===== config.mk =====
export PLATFORM = sky130hd
export DESIGN_NAME = pkt_sniffer
export DESIGN_NICKNAME = d
export VERILOG_FILES = /design/src/rtl/pkt_snf_pkg.sv /design/src/rtl/pkt_snf_stage.sv /design/src/rtl/pkt_snf_fifo.sv /design/src/rtl/pkt_snf_ser.sv /design/src/rtl/pkt_sniffer.sv
export SDC_FILE = /design/constraint.sdc
export NUM_CORES = 1
export LEC_CHECK = 0
export ABC_AREA = 0
export BUFFER_PORTS_ARGS = -buffer_cell sky130_fd_sc_hd__buf_4
export CAP_MARGIN = 20
export CORE_AREA = 8 8 82 84
export CTS_CLUSTER_DIAMETER = 50
export CTS_CLUSTER_SIZE = 16
export DETAILED_ROUTE_END_ITERATION = 8
export DIE_AREA = 0 0 90 92
export PLACE_DENSITY = 0.83
export REMOVE_ABC_BUFFERS = 1
export SETUP_SLACK_MARGIN = 0.02
export SLEW_MARGIN = 20
export SYNTH_ARGS = -nofsm -noshare
export SYNTH_HDL_FRONTEND = slang
export SYNTH_SLANG_ARGS = --single-unit

===== constraint.sdc =====
create_clock -name clk -period 6.8 [get_ports clk]
set_clock_uncertainty 0.15 [all_clocks]
set_input_delay 0.68 -clock clk [delete_from_list [all_inputs] [get_ports clk]]
set_output_delay 0.68 -clock clk [all_outputs]
set_load 0.005 [all_outputs]

===== src/rtl/pkt_snf_pkg.sv =====
package pkt_snf_pkg;
  typedef enum logic [1:0] {
    SER_IDLE = 2'd0,
    SER_LOW  = 2'd1,
    SER_HIGH = 2'd2
  } ser_state_e;

  localparam logic [7:0] CRC_MARK = 8'h80;
endpackage


===== src/rtl/pkt_snf_stage.sv =====
// Holds one byte back so the two closing bytes of a frame are known when pushed.
module pkt_snf_stage
  import pkt_snf_pkg::*;
(
  input  logic       clk,
  input  logic       rst_n,
  input  logic       clr,
  input  logic       subst,
  input  logic       tap_vld,
  input  logic [7:0] tap_byte,
  input  logic       tap_last,
  output logic       push,
  output logic [7:0] push_byte
);
  logic       stg_v_q, stg_v_d;
  logic [7:0] stg_b_q, stg_b_d;
  logic       stg_l_q, stg_l_d;
  logic       mark;

  always_comb begin
    push      = stg_v_q && (tap_vld || stg_l_q) && !clr;
    mark      = subst && (stg_l_q || (tap_vld && tap_last));
    push_byte = mark ? CRC_MARK : stg_b_q;
    stg_v_d   = stg_v_q;
    stg_b_d   = stg_b_q;
    stg_l_d   = stg_l_q;
    if (clr) begin
      stg_v_d = 1'b0;
      stg_b_d = 8'h00;
      stg_l_d = 1'b0;
    end else if (tap_vld) begin
      stg_v_d = 1'b1;
      stg_b_d = tap_byte;
      stg_l_d = tap_last;
    end else if (push) begin
      stg_v_d = 1'b0;
      stg_l_d = 1'b0;
    end
  end

  always_ff @(posedge clk or negedge rst_n) begin
    if (!rst_n) begin
      stg_v_q <= 1'b0;
      stg_b_q <= 8'h00;
      stg_l_q <= 1'b0;
    end else begin
      stg_v_q <= stg_v_d;
      stg_b_q <= stg_b_d;
      stg_l_q <= stg_l_d;
    end
  end
endmodule


===== src/rtl/pkt_snf_fifo.sv =====
module pkt_snf_fifo #(
  parameter int DEPTH = 4
) (
  input  logic       clk,
  input  logic       rst_n,
  input  logic       clr,
  input  logic       push,
  input  logic [7:0] din,
  input  logic       pop,
  output logic [7:0] dout,
  output logic       avail,
  output logic       full,
  output logic       ovf
);
  localparam int AW = (DEPTH > 1) ? $clog2(DEPTH) : 1;
  localparam int CW = $clog2(DEPTH + 1);

  logic [7:0]    mem [DEPTH];
  logic [AW-1:0] wr_q, wr_d, rd_q, rd_d;
  logic [CW-1:0] cnt_q, cnt_d;
  logic          ovf_q, ovf_d;
  logic          wr_en, rd_en;

  always_comb begin
    full  = (cnt_q == CW'(DEPTH));
    avail = (cnt_q != '0);
    dout  = mem[rd_q];
    wr_en = push && !full && !clr;
    rd_en = pop && avail && !clr;
    wr_d  = wr_q;
    rd_d  = rd_q;
    cnt_d = cnt_q;
    ovf_d = ovf_q;
    if (wr_en) wr_d = (wr_q == AW'(DEPTH - 1)) ? '0 : wr_q + 1'b1;
    if (rd_en) rd_d = (rd_q == AW'(DEPTH - 1)) ? '0 : rd_q + 1'b1;
    if (wr_en && !rd_en) cnt_d = cnt_q + 1'b1;
    else if (rd_en && !wr_en) cnt_d = cnt_q - 1'b1;
    if (push && full) ovf_d = 1'b1;
    if (clr) begin
      wr_d  = '0;
      rd_d  = '0;
      cnt_d = '0;
      ovf_d = 1'b0;
    end
    ovf = ovf_q;
  end

  always_ff @(posedge clk or negedge rst_n) begin
    if (!rst_n) begin
      wr_q  <= '0;
      rd_q  <= '0;
      cnt_q <= '0;
      ovf_q <= 1'b0;
    end else begin
      wr_q  <= wr_d;
      rd_q  <= rd_d;
      cnt_q <= cnt_d;
      ovf_q <= ovf_d;
    end
  end

  always_ff @(posedge clk) begin
    if (wr_en) mem[wr_q] <= din;
  end
endmodule


===== src/rtl/pkt_snf_ser.sv =====
// MSB-first serialiser; data moves on the falling clock edge, clock rests low.
module pkt_snf_ser
  import pkt_snf_pkg::*;
#(
  parameter int DIV_HALF = 64
) (
  input  logic       clk,
  input  logic       rst_n,
  input  logic       clr,
  input  logic       avail,
  input  logic [7:0] byte_in,
  output logic       pop,
  output logic       sclk,
  output logic       sdat
);
  localparam int DW = $clog2(DIV_HALF + 1);

  ser_state_e    st_q, st_d;
  logic [DW-1:0] cnt_q, cnt_d;
  logic [2:0]    bit_q, bit_d;
  logic [7:0]    shr_q, shr_d;
  logic          tick;

  always_comb begin
    tick  = (cnt_q == DW'(DIV_HALF - 1));
    st_d  = st_q;
    cnt_d = cnt_q;
    bit_d = bit_q;
    shr_d = shr_q;
    pop   = 1'b0;
    case (st_q)
      SER_IDLE: begin
        if (avail) begin
          pop   = 1'b1;
          shr_d = byte_in;
          bit_d = 3'd0;
          cnt_d = '0;
          st_d  = SER_LOW;
        end
      end
      SER_LOW: begin
        if (tick) begin
          cnt_d = '0;
          st_d  = SER_HIGH;
        end else begin
          cnt_d = cnt_q + 1'b1;
        end
      end
      SER_HIGH: begin
        if (tick) begin
          cnt_d = '0;
          if (bit_q == 3'd7) begin
            if (avail) begin
              pop   = 1'b1;
              shr_d = byte_in;
              bit_d = 3'd0;
              st_d  = SER_LOW;
            end else begin
              shr_d = 8'h00;
              st_d  = SER_IDLE;
            end
          end else begin
            shr_d = {shr_q[6:0], 1'b0};
            bit_d = bit_q + 1'b1;
            st_d  = SER_LOW;
          end
        end else begin
          cnt_d = cnt_q + 1'b1;
        end
      end
      default: st_d = SER_IDLE;
    endcase
    if (clr) begin
      pop   = 1'b0;
      st_d  = SER_IDLE;
      cnt_d = '0;
      bit_d = 3'd0;
      shr_d = 8'h00;
    end
    sclk = (st_q == SER_HIGH);
    sdat = (st_q != SER_IDLE) && shr_q[7];
  end

  always_ff @(posedge clk or negedge rst_n) begin
    if (!rst_n) begin
      st_q  <= SER_IDLE;
      cnt_q <= '0;
      bit_q <= 3'd0;
      shr_q <= 8'h00;
    end else begin
      st_q  <= st_d;
      cnt_q <= cnt_d;
      bit_q <= bit_d;
      shr_q <= shr_d;
    end
  end
endmodule


===== src/rtl/pkt_sniffer.sv =====
module pkt_sniffer #(
  parameter int DIV_HALF  = 64,
  parameter int BUF_DEPTH = 4
) (
  input  logic       clk,
  input  logic       rst_n,
  input  logic       snf_en,
  input  logic       tx_mode,
  input  logic       auto_crc,
  input  logic       sfd_in,
  input  logic       tap_vld,
  input  logic [7:0] tap_byte,
  input  logic       tap_last,
  output logic       snf_clk,
  output logic       snf_dat,
  output logic       snf_sfd,
  output logic       ovf
);
  logic       clr;
  logic       subst;
  logic       stg_push;
  logic [7:0] stg_byte;
  logic [7:0] buf_head;
  logic       buf_avail;
  logic       buf_full;
  logic       ser_pop;
  logic       sfd_q, sfd_d;

  assign clr   = !snf_en;
  assign subst = tx_mode && auto_crc;

  pkt_snf_stage u_stage (
    .clk       (clk),
    .rst_n     (rst_n),
    .clr       (clr),
    .subst     (subst),
    .tap_vld   (tap_vld),
    .tap_byte  (tap_byte),
    .tap_last  (tap_last),
    .push      (stg_push),
    .push_byte (stg_byte)
  );

  pkt_snf_fifo #(.DEPTH(BUF_DEPTH)) u_fifo (
    .clk   (clk),
    .rst_n (rst_n),
    .clr   (clr),
    .push  (stg_push),
    .din   (stg_byte),
    .pop   (ser_pop),
    .dout  (buf_head),
    .avail (buf_avail),
    .full  (buf_full),
    .ovf   (ovf)
  );

  pkt_snf_ser #(.DIV_HALF(DIV_HALF)) u_ser (
    .clk     (clk),
    .rst_n   (rst_n),
    .clr     (clr),
    .avail   (buf_avail),
    .byte_in (buf_head),
    .pop     (ser_pop),
    .sclk    (snf_clk),
    .sdat    (snf_dat)
  );

  always_comb sfd_d = sfd_in && snf_en;

  always_ff @(posedge clk or negedge rst_n) begin
    if (!rst_n) sfd_q <= 1'b0;
    else        sfd_q <= sfd_d;
  end

  assign snf_sfd = sfd_q;
endmodule


; ---- Yosys cells after proc, flatten, opt, wreduce, memory -nomap -nowiden
; Memory sizes are Yosys's and may differ from the RTL's.
; Cells that the tools add are included.
[totals]
reg_bits = 39
mem_count = 1
word_cells = 112
out_inout_bits = 4
ramBits = 32
inputBits = 16
[mem_list]
columns = name, depth, width, rd, rd_ports_with_merged_regs, write_ports, line
row1 = u_fifo.mem, 4, 8, 1, 0, 1, pkt_snf_fifo.sv:18  ; logic [7:0] mem [DEPTH];
[classes]
n_addsub = 6
mux = 48
eq_ne = 18
reduce_logical = 27
[ops]
columns = op, n
row1 = $mux 8, 8
row2 = $mux 3, 7
row3 = $mux 7, 3
row4 = $mux 2, 10
row5 = $pmux 8 s2, 1
row6 = $mux 1, 15
row7 = $logic_and 1x1->1, 14
row8 = $pmux 7 s2, 1
row9 = $ne 3x1->1 const B, 3
row10 = $ne 3x2->1 const B, 3
row11 = $ne 2x1->1 const B, 4
row12 = $add 7x1->7 const B, 1
row13 = $eq 7x6->1 const B, 1
row14 = $add 3x1->3 const B, 2
row15 = $eq 2x2->1 const B, 3
row16 = $eq 3x3->1 const B, 2
row17 = $pmux 2 s3, 1
row18 = $pmux 3 s2, 1
row19 = $reduce_and 3->1, 2
row20 = $add 2x1->2 const B, 2
row21 = $reduce_and 2->1, 2
row22 = $logic_not 1->1, 3
row23 = $ne 3x3->1 const B, 1
row24 = $reduce_bool 3->1, 1
row25 = other kinds (7), 8

; ---- Depth between registers and ports, before layout
[logic_depth]
word_depth = 12
mapped_depth = 9
depth_no_buf = 8

; ---- Modules after synthesis
; Synthesis repeated with hierarchy kept, for this count alone.
[hier_totals]
hier_cells = 279
area_unflattened_um2 = 3555.9
[by_module_without_submodules]
columns = module, seq_area_each_um2, instances, area_each_um2, cells_per_inst
row1 = pkt_snf_fifo, 1161.1, 1, 1750.4, 105
row2 = pkt_snf_ser, 500.5, 1, 1272.5, 125
row3 = pkt_snf_stage, 250.2, 1, 491.7, 45
row4 = pkt_sniffer, 25.0, 1, 41.3, 4

; ---- Worst setup path after synthesis
; No wires, ideal clock.
[synth_timing]
path_kind = flip-flop to flip-flop
start = register u_ser.st_q[0]
end = register u_fifo.cnt_q[2]
synth_period_minus_slack_ps = 2725
setup_slack_ps = 4075
setup_time_ps = 136
stages_incl_launch_ff = 10
n_path_buf = 1
arrival_ps = 2439
t_required_ps = 6514
cell_sequence = dfrtp_1 > inv_1 > ha_1 > clkbuf_1 > a41oi_1 > o31a_1 > fa_1 > or3_1 > o221ai_1 > a31oi_1
[synth_via]
elab_chain_len = 9
word_cells_on_any_way = 12
classes_between = eq/ne: 2 / mux: 4 / reduce/logical: 6
[synth_rtl]
columns = element, line
row1 = start: declaration, pkt_snf_ser.sv:18  ; ser_state_e st_q, st_d;
row2 = start signal: assignment, pkt_snf_ser.sv:91  ; st_q <= st_d;
row3 = $eq 2x2->1 *, --
row4 = named net snf_clk, pkt_sniffer.sv:14  ; output logic snf_clk,
row5 = $pmux 1 s2 *, pkt_snf_ser.sv:31  ; case (st_q)
row6 = $mux 1 *, pkt_snf_ser.sv:73  ; if (clr) begin
row7 = $logic_and 1x1->1 * (2 in a row), pkt_snf_fifo.sv:29  ; rd_en = pop && avail && !clr;
row8 = $logic_not 1->1, pkt_snf_fifo.sv:36  ; if (wr_en && !rd_en) cnt_d = cnt_q + 1'b1;
row9 = $logic_and 1x1->1, pkt_snf_fifo.sv:36
row10 = $mux 3, pkt_snf_fifo.sv:36
row11 = $mux 3, pkt_snf_fifo.sv:39  ; if (clr) begin
row12 = end signal: assignment, pkt_snf_fifo.sv:57  ; cnt_q <= cnt_d;
row13 = end: declaration, pkt_snf_fifo.sv:20  ; logic [CW-1:0] cnt_q, cnt_d;
; The timed path passes the listed nets; every way through them passes the cells marked *.
; A chain may end at the register's enable or synchronous reset.

; ---- Final worst setup path
[layout_timing]
start = register u_ser.cnt_q[0]
end = register u_fifo.cnt_q[2]
[layout_via]
elab_chain_len = 10
word_cells_on_any_way = 12
classes_between = eq/ne: 2 / mux: 5 / reduce/logical: 5
[layout_rtl]
columns = element, line
row1 = start: declaration, pkt_snf_ser.sv:19  ; logic [DW-1:0] cnt_q, cnt_d;
row2 = start signal: assignment, pkt_snf_ser.sv:92  ; cnt_q <= cnt_d;
row3 = $eq 7x6->1 *, pkt_snf_ser.sv:25  ; tick = (cnt_q == DW'(DIV_HALF - 1));
row4 = $mux 1 *, pkt_snf_ser.sv:50  ; if (tick) begin
row5 = $pmux 1 s2 *, pkt_snf_ser.sv:31
row6 = $mux 1 *, pkt_snf_ser.sv:73
row7 = $logic_and 1x1->1 * (2 in a row), pkt_snf_fifo.sv:29
row8 = $logic_not 1->1, pkt_snf_fifo.sv:36
row9 = $logic_and 1x1->1, pkt_snf_fifo.sv:36
row10 = $mux 3, pkt_snf_fifo.sv:36
row11 = $mux 3, pkt_snf_fifo.sv:39
; Mark *: on every way between the ends. The rest lies on a longest branch, timed or not.

==> results.md <==
- Status: complete, no violations
- Pwr dens: 311 nW/µm²
- Synth warnings: 0
- CP endpoint kind: register
- Leakage power: 0.00162 µW
- CTS clock-pin slew for the worst setup and hold paths: 0.08 ns
- Die height: 92 µm
- Final Cell Area: 3810 µm²
- Die width: 90 µm
- Die area: 8280 µm²
- Compound-Gate Fraction of Synth Area: 11.5%
- Area of the multi-input gates: 1420 µm²
- Non-filler cells, final: 359
- N_diodes: 0
- Cell taking the most area after synthesis: dfrtp_1
- Vias in the first global route: 2204
- Setup Buffers After CTS: 0
- Sequential area share after synthesis: 56.3%
- Top_reg_cell synth: dfrtp_1
- Startpoint Class: register
- Min Tclk post-route: 2.94 ns
- Mean area per synthesized cell: 13.1 µm²
- WP data required: 6.85 ns
- Overall power: 1180 µW
- Reg area: 1940 µm²
- Total track usage: 15.9%
- DRT iter0 DRCs: 170
- First-pass GRT wire length: 10.5 mm
- # setup viols final: 0
- Most frequent cells after synthesis: dfrtp_1 (39), edfxtp_1 (32), nor2_1 (18)
- Netlist cell types: 53
- Max-cap check violation count: 0
- # fillers: 365
- EDFF count, synth: 32
- Final Hold Viols: 0
- Data arrival time of the critical path: 2.99 ns
- Total grt overflow: 0
- Top-area cell type share of the netlist area: 28.4%
- TritonCTS Buffers: 9
- Gpl congestion: 0.829
- FMAX: 340 MHz
- Clock insertion delay at the later pin of the skew report: 0.34 ns
- Max Root-Sink Buffers: 2
- DP Wirelength: 4.34 mm
- Crit share post-route: 43.3%
- Area Growth Syn to Fin: 10.8%
- Hold Path Class: in2async
- Syn Inst Count: 263
- Largest net degree at the start of global routing: 40
- Post-Synth XOR/XNOR Area: 0%
- Post_cts resized: 0
- Final Slew Violations: 0
- Slew HR: 51.7%
- Largest family of logic cells by synthesized area: multiplexers
- Asr flop ratio synth: 54.9%
- IO buf count: 19
- Initial antenna violation count: 0
- Final nets: 311
- Placement Cell Area: 3620 µm²
- Post-placement cell count: 343
- Area contributors post-synth: dfrtp_1 (28%), edfxtp_1 (28%), mux4_2 (5.2%)
- IO Pins: 20
- Count leader, synth: dfrtp_1
- Drt drc: 0
- CTS Sinks: 71
- Hold_buf cts: 0
- Portion of netlist area occupied by mux cells: 12.7%
- Root Buffer: clkbuf_8
- Core Area: 5410 µm²
- Vias: 2171
- Worst hold margin: 0.147 ns
- CP max FO: 11
- Yosys reg bits: 71
- Fin Setup TNS: 0 ns
- Least-Margin Pin Slew: 0.725 ns
- Max H-tree Level: 3
- Starting Density: 63.6%
- Final WL: 6.26 mm
- Synthesized-area fraction occupied by adder cells: 4.95%
- RSZ-0062 raised after global routing: false
- Simple-Gate Fraction of Synth Area: 12.0%
- Max rail drop VDD: 0.201 mV
- Netlist Area Pre-Place: 3440 µm²
- Via density: 6.05
- Clock tree from TritonCTS: built
- Share of layout cells above drive strength 1: 21.6%
- Std cell rows: 27
- Antenna-violating nets left: 0
- Avg WL per Cell: 17.4 µm
- CP Class: reg2reg
- Drt first pass iters: 4
## routing by layer
layer | track usage (%) | routed length [µm]
met1 | 19.7 | 2800
met2 | 24.9 | 3030
met3 | 3.83 | 295
met4 | 9.43 | 142
met5 | 0 | 0
## area by class of cell
cell class / count / share of cell area [%]
multi-input combinational: 171 / 37.1
sequential: 71 / 50.8
timing repair buffer: 19 / 3.74
clock buffer: 9 / 3.25
clock inverter: 7 / 1.71
tap: 72 / 2.36
inverter: 10 / 0.985
## worst max-delay path: stages, from the launching register on
cell and delay, ns:
dfrtp_1 0.40, ha_1 0.20, and3_1 0.39, a41oi_1 0.28, o31a_1 0.32, fa_1 0.42
or3_1 0.37, o221ai_1 0.18, a31oi_1 0.10
## flip-flops by register name, summed over array words and instances (netlist names)
signal,cells
u_fifo.mem,32
u_fifo.ovf,1
u_ser.bit_q,3
u_fifo.wr_q,2
u_stage.stg_b_q,8
u_stage.stg_v_q,1
u_ser.st_q,2
u_stage.stg_l_q,1
snf_sfd,1
u_ser.cnt_q,7
u_ser.shr_q,8
u_fifo.rd_q,2
u_fifo.cnt_q,3
## report_power, final
part | switching [µW] | total (µW) | leakage, µW | internal (µW)
Combinational | 147 | 313 | 0.000705 | 166
Clock | 174 | 315 | 0.0000943 | 141
Sequential | 61.9 | 556 | 0.000818 | 494
## logic make-up after synthesis
| logic type | after synthesis |
|---|---|
| AND/OR/NAND/NOR | 73 |
| flip-flops | 71 |
| AO/OA/AOI/OAI | 55 |
| multiplexers | 30 |
| buffers and inverters | 21 |
| adder cells (fa/ha/maj) | 13 |
## through the flow
step / utilization [%] / worst slack, ns
after floorplan: - / 4.16
after CTS: 70.5 / 3.87
final: 70.5 / 3.86
after detailed placement: 67.0 / 3.77
after global placement: 67.0 / 3.84
after global routing: 70.5 / 3.71
## path summary, 6_finish.rpt
kind | start | to | slack, ns | cells past startpoint
worst min-delay path | rst_n | u_ser.cnt_q[2]$_DFFE_PN0P_ | 0.15 | 1
min in group clk | u_ser.cnt_q[6]$_DFFE_PN0P_ | u_ser.cnt_q[6]$_DFFE_PN0P_ | 0.35 | 1
worst max register to register | u_ser.cnt_q[0]$_DFFE_PN0P_ | u_fifo.cnt_q[2]$_DFFE_PN0P_ | 3.86 | 8
max in group asynchronous | rst_n | u_fifo.wr_q[1]$_DFFE_PN0P_ | 6.01 | 1
worst max-delay path | u_ser.cnt_q[0]$_DFFE_PN0P_ | u_fifo.cnt_q[2]$_DFFE_PN0P_ | 3.86 | 8
worst min register to register | u_ser.cnt_q[6]$_DFFE_PN0P_ | u_ser.cnt_q[6]$_DFFE_PN0P_ | 0.35 | 1
## cell usage in the layout, fill, tap and decap left out, types with 2 or more instances in the layout
master	instances
or2_2	3
ha_1	12
o211ai_1	2
a31oi_1	3
mux2i_1	14
nand2_1	14
nand2b_1	3
mux4_2	8
nor2b_1	8
mux2_4	7
clkinv_4	2
nor3_1	3
a22o_1	9
nor2_1	18
dfrtp_1	39
nand3_1	3
and4_1	2
edfxtp_1	32
o31ai_1	3
and2_1	7
or3_1	2
o22ai_1	2
o21ai_0	10
inv_6	2
inv_1	10
a21oi_1	11
buf_4	19
clkbuf_8	9
nor3b_1	2
inv_8	2
No activity file was read; power rests on OpenSTA's default activity.
